File: config.mk
export PLATFORM = sky130hd
export DESIGN_NAME = mtrap_unit
export DESIGN_NICKNAME = d
export VERILOG_FILES = /design/src/rtl/mtrap_pkg.sv /design/src/rtl/mtrap_shift_check.sv /design/src/rtl/mtrap_csr_file.sv /design/src/rtl/mtrap_seq.sv /design/src/rtl/mtrap_unit.sv
export SDC_FILE = /design/constraint.sdc
export NUM_CORES = 1
export LEC_CHECK = 0
export ABC_AREA = 0
export BUFFER_PORTS_ARGS = -buffer_cell sky130_fd_sc_hd__buf_4
export CELL_PAD_IN_SITES_DETAIL_PLACEMENT = 1
export CELL_PAD_IN_SITES_GLOBAL_PLACEMENT = 1
export CORE_MARGIN = 8
export CORE_UTILIZATION = 45
export DETAILED_ROUTE_END_ITERATION = 8
export GPL_ROUTABILITY_DRIVEN = 0
export PLACE_DENSITY_LB_ADDON = 0.1
export SYNTH_ARGS = -nofsm -noshare
export SYNTH_HDL_FRONTEND = slang
export SYNTH_HIERARCHICAL = 1
export SYNTH_SLANG_ARGS = --single-unit
File: constraint.sdc
create_clock -name clk -period 4.23 [get_ports clk]
set_clock_uncertainty 0.05 [all_clocks]
set_input_delay 0.846 -clock clk [delete_from_list [all_inputs] [get_ports clk]]
set_output_delay 0.846 -clock clk [all_outputs]
set_load 0.02 [all_outputs]
File: src/rtl/mtrap_pkg.sv
package mtrap_pkg;

   typedef enum logic [3:0] {
      CAUSE_FETCH_ALIGN = 4'd0,
      CAUSE_FETCH_FAULT = 4'd1,
      CAUSE_ILLEGAL     = 4'd2,
      CAUSE_BREAK       = 4'd3,
      CAUSE_LOAD_ALIGN  = 4'd4,
      CAUSE_LOAD_FAULT  = 4'd5
   } cause_e;

   localparam logic [11:0] ADR_STATUS  = 12'h300;
   localparam logic [11:0] ADR_ISA     = 12'h301;
   localparam logic [11:0] ADR_DELEG   = 12'h302;
   localparam logic [11:0] ADR_VECTOR  = 12'h305;
   localparam logic [11:0] ADR_CNTEN   = 12'h306;
   localparam logic [11:0] ADR_SCRATCH = 12'h340;
   localparam logic [11:0] ADR_EPC     = 12'h341;
   localparam logic [11:0] ADR_CAUSE   = 12'h342;
   localparam logic [11:0] ADR_TVAL    = 12'h343;
   localparam logic [11:0] ADR_PEND    = 12'h344;
   localparam logic [11:0] ADR_ID_LO   = 12'hF11;
   localparam logic [11:0] ADR_ID_HI   = 12'hF14;

   localparam logic [6:0] OPC_OP_IMM = 7'h13;
   localparam logic [2:0] F3_SHL     = 3'b001;

endpackage

File: src/rtl/mtrap_shift_check.sv
module mtrap_shift_check
   import mtrap_pkg::*;
(
   input  logic        ins_valid,
   input  logic [31:0] ins_word,
   output logic        bad_shift
);
   logic is_shl;

   always_comb begin
      is_shl    = (ins_word[6:0] == OPC_OP_IMM) && (ins_word[14:12] == F3_SHL)
                  && (ins_word[31:26] == 6'd0);
      bad_shift = ins_valid && is_shl && ins_word[25];
   end
endmodule

File: src/rtl/mtrap_csr_file.sv
module mtrap_csr_file
   import mtrap_pkg::*;
#(
   parameter int unsigned XLEN     = 32,
   parameter int unsigned CAUSE_W  = 4,
   parameter logic [31:0] VEC_INIT = 32'h0
) (
   input  logic               clk,
   input  logic               rst_n,
   input  logic               trap_go,
   input  logic [CAUSE_W-1:0] trap_cause,
   input  logic [XLEN-1:0]    trap_pc,
   input  logic               csr_en,
   input  logic               csr_we,
   input  logic [11:0]        csr_addr,
   input  logic [XLEN-1:0]    csr_wdata,
   output logic [XLEN-1:0]    csr_rdata,
   output logic               csr_bad,
   output logic [XLEN-1:0]    vec_base,
   output logic [XLEN-1:0]    epc_val
);
   localparam logic [XLEN-1:0] ALIGN_MASK = ~XLEN'(3);
   localparam logic [XLEN-1:0] ISA_CONST  = XLEN'(1) << (XLEN - 2);

   logic [XLEN-1:0] status_q, scratch_q, vec_q, epc_q, cause_q, tval_q;
   logic            hit;
   logic            wr;

   assign wr = csr_en && csr_we;

   always_comb begin
      hit       = 1'b1;
      csr_rdata = '0;
      unique case (csr_addr)
         ADR_STATUS:  csr_rdata = status_q;
         ADR_ISA:     csr_rdata = ISA_CONST;
         ADR_VECTOR:  csr_rdata = vec_q;
         ADR_SCRATCH: csr_rdata = scratch_q;
         ADR_EPC:     csr_rdata = epc_q;
         ADR_CAUSE:   csr_rdata = cause_q;
         ADR_TVAL:    csr_rdata = tval_q;
         ADR_DELEG, ADR_CNTEN, ADR_PEND: csr_rdata = '0;
         default: begin
            if (csr_addr >= ADR_ID_LO && csr_addr <= ADR_ID_HI) csr_rdata = '0;
            else hit = 1'b0;
         end
      endcase
      csr_bad = csr_en && !hit;
   end

   always_ff @(posedge clk) begin
      if (!rst_n) begin
         status_q  <= '0;
         scratch_q <= '0;
         vec_q     <= XLEN'(VEC_INIT) & ALIGN_MASK;
         epc_q     <= '0;
         cause_q   <= '0;
         tval_q    <= '0;
      end else begin
         if (wr && csr_addr == ADR_STATUS)  status_q  <= csr_wdata;
         if (wr && csr_addr == ADR_SCRATCH) scratch_q <= csr_wdata;
         if (wr && csr_addr == ADR_VECTOR)  vec_q     <= csr_wdata & ALIGN_MASK;
         if (trap_go) begin
            epc_q   <= trap_pc & ALIGN_MASK;
            cause_q <= XLEN'(trap_cause);
            tval_q  <= trap_pc;
         end else begin
            if (wr && csr_addr == ADR_EPC)   epc_q   <= csr_wdata & ALIGN_MASK;
            if (wr && csr_addr == ADR_CAUSE) cause_q <= csr_wdata;
            if (wr && csr_addr == ADR_TVAL)  tval_q  <= csr_wdata;
         end
      end
   end

   assign vec_base = vec_q;
   assign epc_val  = epc_q;

   // a trap loads cause and trap value from the request of the previous cycle
   assert_trap_load_R3: assert property (@(posedge clk) disable iff (!rst_n)
      trap_go |=> (cause_q == XLEN'($past(trap_cause))) && (tval_q == $past(trap_pc)));

   // a competing CSR write to the cause register loses against a trap
   assert_trap_over_write_R10: assert property (@(posedge clk) disable iff (!rst_n)
      (trap_go && wr && csr_addr == ADR_CAUSE) |=> cause_q == XLEN'($past(trap_cause)));
endmodule

File: src/rtl/mtrap_seq.sv
module mtrap_seq
   import mtrap_pkg::*;
#(
   parameter int unsigned XLEN    = 32,
   parameter int unsigned CAUSE_W = 4
) (
   input  logic               clk,
   input  logic               rst_n,
   input  logic               exc_req,
   input  logic [CAUSE_W-1:0] exc_cause,
   input  logic [XLEN-1:0]    exc_pc,
   input  logic               shift_bad,
   input  logic [XLEN-1:0]    ins_pc,
   input  logic               ret_req,
   input  logic [XLEN-1:0]    vec_base,
   input  logic [XLEN-1:0]    epc_val,
   output logic               trap_go,
   output logic [CAUSE_W-1:0] trap_cause,
   output logic [XLEN-1:0]    trap_pc,
   output logic               redirect_valid,
   output logic [XLEN-1:0]    redirect_pc
);
   logic ret_go;

   always_comb begin
      trap_go = exc_req || shift_bad;
      ret_go  = ret_req && !trap_go;
      if (exc_req) begin
         trap_cause = exc_cause;
         trap_pc    = exc_pc;
      end else begin
         trap_cause = CAUSE_W'(CAUSE_ILLEGAL);
         trap_pc    = ins_pc;
      end
   end

   always_ff @(posedge clk) begin
      if (!rst_n) begin
         redirect_valid <= 1'b0;
         redirect_pc    <= '0;
      end else begin
         redirect_valid <= trap_go || ret_go;
         if (trap_go)     redirect_pc <= vec_base;
         else if (ret_go) redirect_pc <= epc_val;
      end
   end

   // a lone return targets the saved exception PC
   assert_return_target_R4: assert property (@(posedge clk) disable iff (!rst_n)
      (ret_req && !exc_req && !shift_bad) |=> redirect_valid && redirect_pc == $past(epc_val));

   // a trap targets the vector base seen before the edge
   assert_trap_target_R2: assert property (@(posedge clk) disable iff (!rst_n)
      exc_req |=> redirect_valid && redirect_pc == $past(vec_base));
endmodule

File: src/rtl/mtrap_unit.sv
module mtrap_unit
   import mtrap_pkg::*;
#(
   parameter int unsigned XLEN        = 32,
   parameter int unsigned CAUSE_W     = 4,
   parameter logic [31:0] VEC_INIT    = 32'h0,
   parameter bit          SHIFT_CHECK = 1'b1
) (
   input  logic               clk,
   input  logic               rst_n,
   input  logic               exc_req,
   input  logic [CAUSE_W-1:0] exc_cause,
   input  logic [XLEN-1:0]    exc_pc,
   input  logic               ret_req,
   input  logic               ins_valid,
   input  logic [31:0]        ins_word,
   input  logic [XLEN-1:0]    ins_pc,
   output logic               rd_block,
   input  logic               csr_en,
   input  logic               csr_we,
   input  logic [11:0]        csr_addr,
   input  logic [XLEN-1:0]    csr_wdata,
   output logic [XLEN-1:0]    csr_rdata,
   output logic               csr_bad,
   output logic               redirect_valid,
   output logic [XLEN-1:0]    redirect_pc
);
   if (XLEN != 32) begin : g_bad_xlen
      $error("mtrap_unit: XLEN must be 32");
   end
   if (CAUSE_W < 3 || CAUSE_W > XLEN) begin : g_bad_cause
      $error("mtrap_unit: CAUSE_W out of range");
   end

   logic               shift_bad;
   logic               trap_go;
   logic [CAUSE_W-1:0] trap_cause;
   logic [XLEN-1:0]    trap_pc;
   logic [XLEN-1:0]    vec_base;
   logic [XLEN-1:0]    epc_val;

   if (SHIFT_CHECK) begin : g_shift
      mtrap_shift_check u_shift (
         .ins_valid (ins_valid),
         .ins_word  (ins_word),
         .bad_shift (shift_bad)
      );
   end else begin : g_no_shift
      assign shift_bad = 1'b0;
   end

   assign rd_block = shift_bad;

   mtrap_seq #(.XLEN(XLEN), .CAUSE_W(CAUSE_W)) u_seq (
      .clk            (clk),
      .rst_n          (rst_n),
      .exc_req        (exc_req),
      .exc_cause      (exc_cause),
      .exc_pc         (exc_pc),
      .shift_bad      (shift_bad),
      .ins_pc         (ins_pc),
      .ret_req        (ret_req),
      .vec_base       (vec_base),
      .epc_val        (epc_val),
      .trap_go        (trap_go),
      .trap_cause     (trap_cause),
      .trap_pc        (trap_pc),
      .redirect_valid (redirect_valid),
      .redirect_pc    (redirect_pc)
   );

   mtrap_csr_file #(.XLEN(XLEN), .CAUSE_W(CAUSE_W), .VEC_INIT(VEC_INIT)) u_csr (
      .clk        (clk),
      .rst_n      (rst_n),
      .trap_go    (trap_go),
      .trap_cause (trap_cause),
      .trap_pc    (trap_pc),
      .csr_en     (csr_en),
      .csr_we     (csr_we),
      .csr_addr   (csr_addr),
      .csr_wdata  (csr_wdata),
      .csr_rdata  (csr_rdata),
      .csr_bad    (csr_bad),
      .vec_base   (vec_base),
      .epc_val    (epc_val)
   );

   // no request of any kind means no redirect on the next cycle
   assert_quiet_R11: assert property (@(posedge clk) disable iff (!rst_n)
      (!exc_req && !ret_req && !rd_block) |=> !redirect_valid);

   // a blocked shift always leads to a redirect
   assert_shift_trap_R9: assert property (@(posedge clk) disable iff (!rst_n)
      rd_block |=> redirect_valid);

   // identity registers read zero
   assert_id_zero_R7: assert property (@(posedge clk) disable iff (!rst_n)
      (csr_en && csr_addr >= ADR_ID_LO && csr_addr <= ADR_ID_HI) |-> csr_rdata == '0);

   // exception PC never exposes low bits
   assert_epc_align_R6: assert property (@(posedge clk) disable iff (!rst_n)
      (csr_en && csr_addr == ADR_EPC) |-> csr_rdata[1:0] == 2'b00);
endmodule

==> results of run 1 <==
metrics by stage:
stage               utilization, %  instances  power (mW)
floorplan                        -       1305       2.591
global placement             52.79       1749       2.844
detailed placement           52.79       1749       2.864
CTS                          56.21       1797       5.103
global route                 56.22       1798       5.245
finish                       56.22       1798       5.083
synthesized netlist by cell type, drive strengths merged, types with 5 or more instances:
library cell | count | area [µm²]
a21boi | 33 | 247.7
a21oi | 61 | 305.3
a222oi | 6 | 60.06
a22o | 6 | 52.55
a22oi | 22 | 165.2
a31oi | 33 | 206.5
and2 | 6 | 37.54
buf | 50 | 302.8
clkbuf | 80 | 301.5
dfxtp | 221 | 4424
mux2 | 121 | 1363
mux2i | 119 | 1191
nand2 | 291 | 1095
nand4 | 5 | 31.28
nor2 | 15 | 58.81
nor3 | 16 | 80.08
nor4 | 5 | 46.29
o211a | 32 | 320.3
o21ai | 75 | 375.4
o21bai | 32 | 240.2
o221ai | 10 | 87.58
o2bb2ai | 9 | 78.83
logic make-up after synthesis:
group / after synthesis / share of synthesized area, %
AO/OA/AOI/OAI: 334 / 19.66
XOR/XNOR: 2 / 0.1517
buffers and inverters: 133 / 5.330
flip-flops: 221 / 38.31
multiplexers: 243 / 22.70
other: 1 / 0.03247
AND/OR/NAND/NOR: 368 / 13.81
tightest hold or removal path, delay by kind of cell (launching register included):
| family | cells | cell delay, ns |
|---|---|---|
| AOI/OAI and AO/OA | 1 | 0.05 |
| DFF | 1 | 0.30 |
| and+or+nand+nor | 1 | 0.05 |
flip-flops by register name (all words and copies together), names as in the netlist:
name and cells:
u_seq/redirect_pc 32, u_csr/scratch_q 32, u_csr/tval_q 32, u_csr/vec_base 30, u_csr/cause_q 32, u_csr/epc_val 30
u_seq/redirect_valid 1, u_csr/status_q 32
power groups by stage:
stage                     combinational, mW  clock [mW]  sequential [mW]
after floorplan                       0.354           0             2.24
after global placement                0.618           0             2.23
after detailed placement              0.635           0             2.23
after CTS                             0.639        2.28             2.18
after global routing                  0.686        2.37             2.19
final                                 0.643        2.25             2.19
layout make-up:
| cell class | count | area [µm²] | share of cell area (%) |
|---|---|---|---|
| clock inverters | 5 | 53.80 | 0.3801 |
| diodes | 1 | 2.502 | 0.01768 |
| well taps | 330 | 412.9 | 2.917 |
| inverters | 3 | 11.26 | 0.07955 |
| flip-flops and latches | 221 | 4424 | 31.25 |
| repair buffers | 244 | 1886 | 13.32 |
| multi-input cells | 951 | 6560 | 46.34 |
| clock buffers | 43 | 805.8 | 5.692 |
routing by layer:
layer	up-vias	global-route usage (%)	routed length [µm]
li1	4948	-	-
met1	5454	35.74	19310
met3	91	4.678	2886
met5	-	0	0
met2	404	45.96	20850
met4	0	9.643	1374
worst max-delay path by stage:
stage,from,to,slack (ns),cells after the start
6_report,csr_addr[4],csr_rdata[31],0.35,7
3_5_place_dp,csr_addr[4],csr_rdata[31],0.46,7
5_1_grt,csr_addr[4],csr_rdata[18],0.26,7
2_1_floorplan,csr_addr[4],csr_rdata[30],0.83,5
3_3_place_gp,csr_addr[4],csr_rdata[31],0.45,7
4_1_cts,csr_addr[0],csr_rdata[11],0.45,7
==> out/qor.yml, run 1 <==
worst_setup_path:
  ff2ff_setup_slack_ns: 3.22
  slowest_delay_ns: 0.54
  rr_startpoint: "u_seq/redirect_pc[30]$_SDFFE_PN0P_"
  critPathBufInv: 3
  crit_type: "in2out"
  cp_data_required_time_ns: 3.33
  crit_family: "simple AND/OR/NAND/NOR gates"
  critPathMostFrequentCell: "buf_4"
  slowest_stage: "nor4_2"
  reg2regPathDepth: 2
  critPathArrivalTime_ns: 2.98
  critPathCaptureType: "output port"
  start_kind: "primary input"
  r2r-end: "u_seq/redirect_pc[30]$_SDFFE_PN0P_"
  path_max_fanout: 10
  path_cells: "buf_4 -> nor4_2 -> buf_4 -> and3_1 -> a22oi_1 -> o21ai_0 -> buf_4"
power:
  netSwitchingFraction_pct: 25.37
  p_clk_share_pct: 44.4
  ir_drop_mv: 0.2534
  p_comb_share_pct: 12.7
  seqPwrFrac_pct: 43.0
  p_sw_mw: 1.290
  power_leakage_nw: 5.961
  power_density_nw_per_um2: 359.1
  internal_power_mw: 3.793
sta:
  fin_crit_sh_pct: 91.68
  fin_crit_ns: 3.878
  hold_slack_ns: 0.4000
  final-setup-viol-count: 0
  fmax_mhz: 257.9
  grt_setup_unrepaired: "false"
  hold_viol: 0
  setup_ws_ns: 0.3518
  finalSetupTns_ns: 0
  max_slew.worst_pin.slew_ns: 1.011
  relSlewSlack_pct: 32.63
  maxSlewViolCount: 0
layout:
  final_common_cell: "nand2_1"
  nets: 1598
  nFillCells: 2895
  stdcell_area_um2: 14160
  syn_to_final_growth_pct: 22.58
  drive_gt1_share_pct: 28.97
  final_cell_mix: "nand2_1, buf_4, dfxtp_1"
clock_network:
  post_cts_buffers: 0
  cts_resized: 0
  root_buffer: "clkbuf_16"
  clock_sinks: 221
  clk_pin_slew_ns: 0.05
  insertion_delay_ns: 0.53
  cts_hold_buf: 0
  cts_tree: "done"
  cts.path.max_buffers: 3
  cts-buffers-inserted: 26
  htree_num_levels: 1
global_routing:
  overflow: 0
  grt_pass1_vias: 11690
  grt_pass1_wl_um: 67760
  grt_max_degree: 139
  grtUsageTotal_pct: 27.67
  antenna_found_initial: 1
place:
  dpl.hpwl_um: 28130
  io_buffers: 202
  placed_area_um2: 13290
  dp_slack_ns: 0.4620
logic_synthesis:
  ys_warn_count: 6
  yosysSeqAreaShare_pct: 38.31
  ys_ff_latch: 221
  yosysUniqueCellTypes: 63
  netlist_area_um2: 11550
  synth_edf_count: 0
  synth_async_sr_flop_share_pct: 0
  ys.flop_type: "dfxtp_1"
  syn-instance-count: 1302
  syn_area_per_cell_um2: 8.870
floorplan:
  ios: 218
  initial_core_util_pct: 45.86
  die_h_um: 176.2
  num_rows: 58
  design.core.area_um2: 25180
  die_x_um: 176.2
  die-area_um2: 31050
run_status:
  status: "finished clean"
drt:
  final_antenna_net_count: 0
  viasPerCell: 6.061
  vias: 10900
  drt-total-wl_um: 44430
  drc: 0
  drt_first_pass_iters: 5
  wl_per_cell_um: 24.71
  drtIter0Drc: 925
worst_hold_path:
  min_delay_path_depth: 2
  hold_path.class: "reg2reg"
  hold_start: "u_csr/scratch_q[27]$_SDFFE_PN0P_"
  min_to: "u_csr/scratch_q[27]$_SDFFE_PN0P_"
flow_run:
  maxCapViolCount: 0
No activity file was read; power rests on OpenSTA's default activity.
==> run 2: changes to the inputs <==
Settings changed: CORE_UTILIZATION 45 to 44, SYNTH_HIERARCHICAL 1 to not set.
==> run 2 against run 1 <==
Net effect:
- synthesized cell count is 8.2% lower
- synthesized area is 11% lower
- register-to-register slack better by 0.12 ns
- utilization is 1.1 points lower
- die area is 7.9% lower
- cell area is 9.5% lower
- non-clock buffer count is 8 lower
==> out/qor.yml, run 2 <==
logic_synthesis:
  ys_ff_latch: 219  # was 221
  synth_top_area_share_pct: 42.53  # was 38.31%
  netlist_area_um2: 10310  # was 11,550 µm²
  yosys-top-cells-count: "dfxtp_1, nand2_1, a21oi_1"  # was nand2_1, dfxtp_1, mux2_2
  ys_warn_count: 0  # was 6
  synth_top_cell_by_area: "dfxtp_1"  # unchanged
  yosysSeqAreaShare_pct: 42.53  # was 38.31%
  syn-instance-count: 1195  # was 1,302
  syn_area_per_cell_um2: 8.626  # was 8.870 µm²
  yosysUniqueCellTypes: 51  # was 63
  synth_area_leaders: "dfxtp_1, mux2i_1, a21oi_1"  # was dfxtp_1, mux2_2, mux2i_1
  ys.flop_type: "dfxtp_1"  # unchanged
  synth_async_sr_flop_share_pct: 0  # unchanged
  synth.most_common_cell: "dfxtp_1"  # was nand2_1
  synth_edf_count: 0  # unchanged
place:
  dpl.cell_count: 1638  # was 1,749
  dp_slack_ns: 0.3785  # was 0.4620 ns
  io_buffers: 200  # was 202
  dpl.hpwl_um: 25710  # was 28,130 µm
  placed_area_um2: 12040  # was 13,290 µm²
drt:
  drc: 0  # unchanged
  viasPerCell: 5.907  # was 6.061
  drt_first_pass_iters: 5  # unchanged
  wl_per_cell_um: 23.91  # was 24.71 µm
  drtIter0Drc: 635  # was 925
  vias: 9930  # was 10,900
  final_antenna_net_count: 0  # unchanged
  drt-total-wl_um: 40190  # was 44,430 µm
worst_setup_path:
  slowest_stage: "or4_1"  # was nor4_2
  critPathMostFrequentCell: "buf_4"  # unchanged
  start_kind: "primary input"  # unchanged
  path_max_fanout: 16  # was 10
  slowest_delay_ns: 0.71  # was 0.54 ns
  crit_type: "in2out"  # unchanged
  crit_family: "simple AND/OR/NAND/NOR gates"  # unchanged
  path_cells: "buf_4 -> or4_1 -> nor2_1 -> and3_1 -> buf_4 -> a22oi_1 -> o211ai_1 -> buf_4"  # was buf_4 -> nor4_2 -> buf_4 -> and3_1 -> a22oi_1 -> o21ai_0 -> buf_4
  critPathArrivalTime_ns: 3.00  # was 2.98 ns
  cp_data_required_time_ns: 3.33  # about the same
  critPathBufInv: 3  # unchanged
  critPathCaptureType: "output port"  # unchanged
clock_network:
  cts.path.max_buffers: 3  # unchanged
  htree_num_levels: 1  # unchanged
  post_cts_buffers: 0  # unchanged
  clk_pin_slew_ns: 0.06  # was 0.05 ns
  cts_tree: "done"  # unchanged
  cts-buffers-inserted: 24  # was 26
  insertion_delay_ns: 0.51  # was 0.53 ns
  root_buffer: "clkbuf_16"  # unchanged
  cts_resized: 0  # unchanged
  cts_hold_buf: 0  # unchanged
  clock_sinks: 219  # was 221
layout:
  ff_latch_area_um2: 4384  # was 4424 µm²
  stdcell_area_um2: 12810  # was 14,160 µm²
  multi_input_area_um2: 5423  # was 6560 µm²
  final_common_cell: "buf_4"  # was nand2_1
  nFillCells: 2754  # was 2,895
  drive_gt1_share_pct: 26.01  # was 28.97%
  finalNonFillerCells: 1681  # was 1,798
  nets: 1496  # was 1,598
  final_cell_mix: "buf_4, dfxtp_1, nand2_1"  # was nand2_1, buf_4, dfxtp_1
  syn_to_final_growth_pct: 24.30  # was 22.58%
sta:
  hold_viol: 0  # unchanged
  fin_crit_sh_pct: 92.09  # was 91.68%
  hold_slack_ns: 0.4029  # was 0.4000 ns
  finalSetupTns_ns: 0  # unchanged
  maxSlewViolCount: 0  # unchanged
  grt_setup_unrepaired: "false"  # unchanged
  relSlewSlack_pct: 20.01  # was 32.63%
  fin_crit_ns: 3.895  # was 3.878 ns
  fmax_mhz: 256.7  # was 257.9 MHz
  max_slew.worst_pin.slew_ns: 1.198  # was 1.011 ns
  setup_ws_ns: 0.3346  # was 0.3518 ns
  final-setup-viol-count: 0  # unchanged
floorplan:
  die_x_um: 169.1  # was 176.2 µm
  initial_core_util_pct: 44.31  # was 45.86%
  num_rows: 56  # was 58
  design.core.area_um2: 23260  # was 25,180 µm²
  ios: 218  # unchanged
  die_h_um: 169.1  # was 176.2 µm
  die-area_um2: 28580  # was 31,050 µm²
global_routing:
  grt_pass1_wl_um: 61310  # was 67,760 µm
  overflow: 0  # unchanged
  grt_pass1_vias: 10390  # was 11,690
  grt_max_degree: 92  # was 139
  grtUsageTotal_pct: 27.33  # was 27.67%
  antenna_found_initial: 1  # unchanged
flow_run:
  maxCapViolCount: 0  # unchanged
run_status:
  status: "finished clean"  # unchanged
worst_hold_path:
  hold_path.class: "reg2reg"  # unchanged
power:
  power_density_nw_per_um2: 367.8  # was 359.1 nW/µm²
  power_leakage_nw: 4.847  # was 5.961 nW
  ir_drop_mv: 0.2984  # was 0.2534 mV
-- run 2: cell count changes in the layout (fill, tap and decap cells not counted), sizes merged, moves of 32 or more --
cell	delta
o21bai	-32
nor2	+96
a21oi	+92
o211a	-32
a21boi	-33
o2bb2ai	+53
mux2	-121
o21ai	-37
nand2	-90
-- run 2: layout make-up --
type	count	area share, %
Clock buffer	38	5.888
Multi-Input combinational cell	859	42.32
Inverter	5	0.1660
Timing Repair Buffer	236	14.12
Clock inverter	4	0.1562
Antenna cell	1	0.01953
Sequential cell	219	34.22
Tap cell	319	3.115
-- run 2: worst min-delay path, stage by stage (launching register included) --
cell and delay [ns]:
dfxtp_1 0.31, nand2_1 0.05, a21oi_1 0.05
-- run 2: path summary, 6_finish.rpt --
kind | startpoint | to | slack [ns] | depth (start not counted)
worst max register to register | u_csr.epc_val[25]$_SDFFE_PN0P_ | u_seq.redirect_pc[25]$_SDFFE_PN0P_ | 3.34 | 2
worst min-delay path | u_csr.scratch_q[23]$_SDFFE_PN0P_ | u_csr.scratch_q[23]$_SDFFE_PN0P_ | 0.40 | 2
worst min register to register | u_csr.scratch_q[23]$_SDFFE_PN0P_ | u_csr.scratch_q[23]$_SDFFE_PN0P_ | 0.40 | 2
worst max-delay path | csr_addr[10] | csr_rdata[16] | 0.33 | 8
-- run 2: per-stage QoR --
step	power, mW	util [%]
CTS	4.744	55.07
global route	4.875	55.08
global placement	2.684	51.74
floorplan	2.452	-
detailed placement	2.694	51.74
finish	4.713	55.08
-- run 2: kinds of logic (layout without fill, tap and decap cells) --
kind of cell             after synthesis  in the layout  synth area share [%]
buffers and inverters                118            283                 5.607
other                                  1              3               0.03638
flip-flops                           219            219                 42.53
adder cells (fa/ha/maj)                1              1               0.09710
AO/OA/AOI/OAI                        399            399                 27.54
AND/OR/NAND/NOR                      357            357                 14.48
multiplexers                         100            100                 9.710
-- run 2: layer usage --
layer,wire [µm],up-vias,GRT usage (%)
met5,0,-,0
met4,1041,0,8.388
met3,2516,69,4.962
met2,19550,315,47.88
li1,-,4598,-
met1,17080,4948,33.52
-- run 2: report_power, final --
group          total, mW  switching [mW]  internal, mW
Clock               2.06           0.845          1.21
Combinational      0.480           0.273         0.207
Sequential          2.17          0.0470          2.13
==> run 3: changes to the inputs <==
--- a/config.mk
+++ b/config.mk
@@ -6,10 +6,10 @@
 export NUM_CORES = 1
 export LEC_CHECK = 0
-export ABC_AREA = 0
+export ABC_AREA = 1
 export BUFFER_PORTS_ARGS = -buffer_cell sky130_fd_sc_hd__buf_4
 export CELL_PAD_IN_SITES_DETAIL_PLACEMENT = 1
 export CELL_PAD_IN_SITES_GLOBAL_PLACEMENT = 1
 export CORE_MARGIN = 8
-export CORE_UTILIZATION = 44
+export CORE_UTILIZATION = 41
 export DETAILED_ROUTE_END_ITERATION = 8
 export GPL_ROUTABILITY_DRIVEN = 0
--- a/constraint.sdc
+++ b/constraint.sdc
@@ -3,3 +3,3 @@
 set_input_delay 0.846 -clock clk [delete_from_list [all_inputs] [get_ports clk]]
 set_output_delay 0.846 -clock clk [all_outputs]
-set_load 0.02 [all_outputs]
+set_load 0.005 [all_outputs]
==> run 3 against run 2 <==
Net effect:
- clock power grew 17%
- routed wire length is 1.7% lower
- sequential cell count stayed put
- critical endpoint is now csr_rdata[27]
- largest cell class unchanged
==> out/qor.yml, run 3 <==
logic_synthesis:
  synth_top_cell_by_area: "dfxtp_1"  # unchanged
  yosysSeqAreaShare_pct: 41.48  # was 42.53%
  synth_top_area_share_pct: 41.48  # was 42.53%
  netlist_area_um2: 10570  # was 10,310 µm²
  synth_edf_count: 0  # unchanged
  ys_ff_latch: 219  # unchanged
  synth_area_leaders: "dfxtp_1, nand2_1, a21oi_1"  # was dfxtp_1, mux2i_1, a21oi_1
  synth_async_sr_flop_share_pct: 0  # unchanged
  syn-instance-count: 1616  # was 1,195
  synth.most_common_cell: "nand2_1"  # was dfxtp_1
  yosys-top-cells-count: "nand2_1, dfxtp_1, nor2_1"  # was dfxtp_1, nand2_1, a21oi_1
  syn_area_per_cell_um2: 6.540  # was 8.626 µm²
  ys_warn_count: 0  # unchanged
  yosysUniqueCellTypes: 28  # was 51
  ys.flop_type: "dfxtp_1"  # unchanged
worst_setup_path:
  path_cells: "buf_4 -> nor2_1 -> nand2_2 -> nor2_4 -> nand3_2 -> buf_4 -> o22ai_1 -> nor2_1 -> nand2_1 -> buf_4"  # was buf_4 -> or4_1 -> nor2_1 -> and3_1 -> buf_4 -> a22oi_1 -> o211ai_1 -> buf_4
  slowest_stage: "nand3_2"  # was or4_1
  cp_data_required_time_ns: 3.33  # about the same
  path_max_fanout: 15  # was 16
  crit_type: "in2out"  # unchanged
  slowest_delay_ns: 0.51  # was 0.71 ns
  critPathMostFrequentCell: "buf_4"  # unchanged
  start_kind: "primary input"  # unchanged
  critPathCaptureType: "output port"  # unchanged
  critPathArrivalTime_ns: 2.82  # was 3.00 ns
drt:
  drtIter0Drc: 680  # was 635
  vias: 11280  # was 9,930
  wl_per_cell_um: 18.73  # was 23.91 µm
  drc: 0  # unchanged
  drt_first_pass_iters: 4  # was 5
  final_antenna_net_count: 0  # unchanged
  viasPerCell: 5.350  # was 5.907
  drt-total-wl_um: 39510  # was 40,190 µm
layout:
  stdcell_area_um2: 13170  # was 12,810 µm²
  drive_gt1_share_pct: 16.64  # was 26.01%
  finalNonFillerCells: 2109  # was 1,681
  nets: 1911  # was 1,496
  final_util_pct: 52.15  # was 55.08%
  final_common_cell: "nand2_1"  # was buf_4
  num_antenna_cells: 0  # was 1
  syn_to_final_growth_pct: 24.60  # was 24.30%
  final_cell_mix: "nand2_1, dfxtp_1, nor2_1"  # was buf_4, dfxtp_1, nand2_1
global_routing:
  antenna_found_initial: 0  # was 1
  grt_max_degree: 191  # was 92
  overflow: 0  # unchanged
  grt_pass1_wl_um: 61820  # was 61,310 µm
  grt_pass1_vias: 11620  # was 10,390
  grtUsageTotal_pct: 24.45  # was 27.33%
place:
  placed_area_um2: 12240  # was 12,040 µm²
  dpl.cell_count: 2062  # was 1,638
  dpl.hpwl_um: 24800  # was 25,710 µm
  dp_slack_ns: 0.5737  # was 0.3785 ns
  io_buffers: 200  # unchanged
clock_network:
  cts.path.max_buffers: 3  # unchanged
  root_buffer: "clkbuf_16"  # unchanged
  cts_hold_buf: 0  # unchanged
  cts_tree: "done"  # unchanged
  post_cts_buffers: 0  # unchanged
  insertion_delay_ns: 0.52  # was 0.51 ns
  htree_num_levels: 1  # unchanged
  clock_sinks: 219  # unchanged
  cts_resized: 0  # unchanged
  clk_pin_slew_ns: 0.05  # was 0.06 ns
  cts-buffers-inserted: 26  # was 24
floorplan:
  die_x_um: 176.6  # was 169.1 µm
  initial_core_util_pct: 41.85  # was 44.31%
  ios: 218  # unchanged
  die-area_um2: 31170  # was 28,580 µm²
  die_h_um: 176.6  # was 169.1 µm
  num_rows: 58  # was 56
  design.core.area_um2: 25250  # was 23,260 µm²
power:
  internal_power_mw: 3.863  # was 3.548 mW
  ir_drop_mv: 0.2916  # was 0.2984 mV
  netSwitchingFraction_pct: 23.96  # was 24.73%
  p_clk_share_pct: 47.4  # was 43.7%
  seqPwrFrac_pct: 42.3  # was 46.1%
  p_sw_mw: 1.217  # was 1.165 mW
  power_density_nw_per_um2: 385.7  # was 367.8 nW/µm²
  power.total_mw: 5.080  # was 4.713 mW
  p_comb_share_pct: 10.3  # was 10.2%
  power_leakage_nw: 5.921  # was 4.847 nW
sta:
  finalSetupTns_ns: 0  # unchanged
  grt_setup_unrepaired: "false"  # unchanged
  fin_crit_ns: 3.714  # was 3.895 ns
  final-setup-viol-count: 0  # unchanged
  fin_crit_sh_pct: 87.81  # was 92.09%
  hold_viol: 0  # unchanged
  max_slew.worst_pin.slew_ns: 1.161  # was 1.198 ns
  setup_ws_ns: 0.5155  # was 0.3346 ns
  hold_slack_ns: 0.4018  # was 0.4029 ns
  maxSlewViolCount: 0  # unchanged
  relSlewSlack_pct: 22.49  # was 20.01%
  fmax_mhz: 269.2  # was 256.7 MHz
worst_hold_path:
  hold_path.class: "reg2reg"  # unchanged
flow_run:
  maxCapViolCount: 0  # unchanged
run_status:
  status: "finished clean"  # unchanged
run 3: routing by layer:
layer	routed length [µm]	global-route usage, %	part of all wire, %	up-vias
met3	1722	3.247	4.4	69
met5	0	0	0	-
met4	917	6.060	2.3	0
li1	-	-	-	5476
met1	16840	29.61	43	5479
met2	20030	44.78	51	259
run 3: worst paths after layout:
check | start | end | slack, ns | depth (start not counted)
worst max register to register | u_seq.redirect_pc[10]$_SDFFE_PN0P_ | u_seq.redirect_pc[10]$_SDFFE_PN0P_ | 3.20 | 4
worst max-delay path | csr_addr[10] | csr_rdata[27] | 0.52 | 10
worst min-delay path | u_csr.cause_q[28]$_SDFFE_PP0P_ | u_csr.cause_q[28]$_SDFFE_PP0P_ | 0.40 | 2
worst min register to register | u_csr.cause_q[28]$_SDFFE_PP0P_ | u_csr.cause_q[28]$_SDFFE_PP0P_ | 0.40 | 2
run 3: cell families (layout without fill, tap and decap cells):
kind of cell | count (synthesis) | in the layout | share of synthesized area (%)
and+or+nand+nor | 627 | 627 | 24.01
AOI/OAI and AO/OA | 450 | 450 | 22.03
DFF | 219 | 219 | 41.48
muxes | 2 | 2 | 0.2131
other | 1 | 2 | 0.03548
buffers and inverters | 317 | 479 | 12.23
run 3: power groups by stage:
stage	Sequential [mW]	Combinational [mW]	Clock [mW]
after floorplan	2.19	0.290	0
after global placement	2.19	0.506	0
after detailed placement	2.19	0.522	0
after CTS	2.15	0.528	2.44
after global routing	2.15	0.587	2.53
final	2.15	0.524	2.41
run 3: worst max-delay path, delay by kind of cell:
family	cells	cell delay (ns)
buf+inv	3	0.64
simple gates	6	1.14
compound gates	1	0.18
run 3: final cells by class:
cell class	count	area (µm²)
fill	3351	12090
clock buffer	40	794.5
sequential	219	4384
timing repair buffer	220	1714
inverter	212	795.8
clock inverter	7	135.1
multi-input combinational	1081	4932
tap	330	412.9
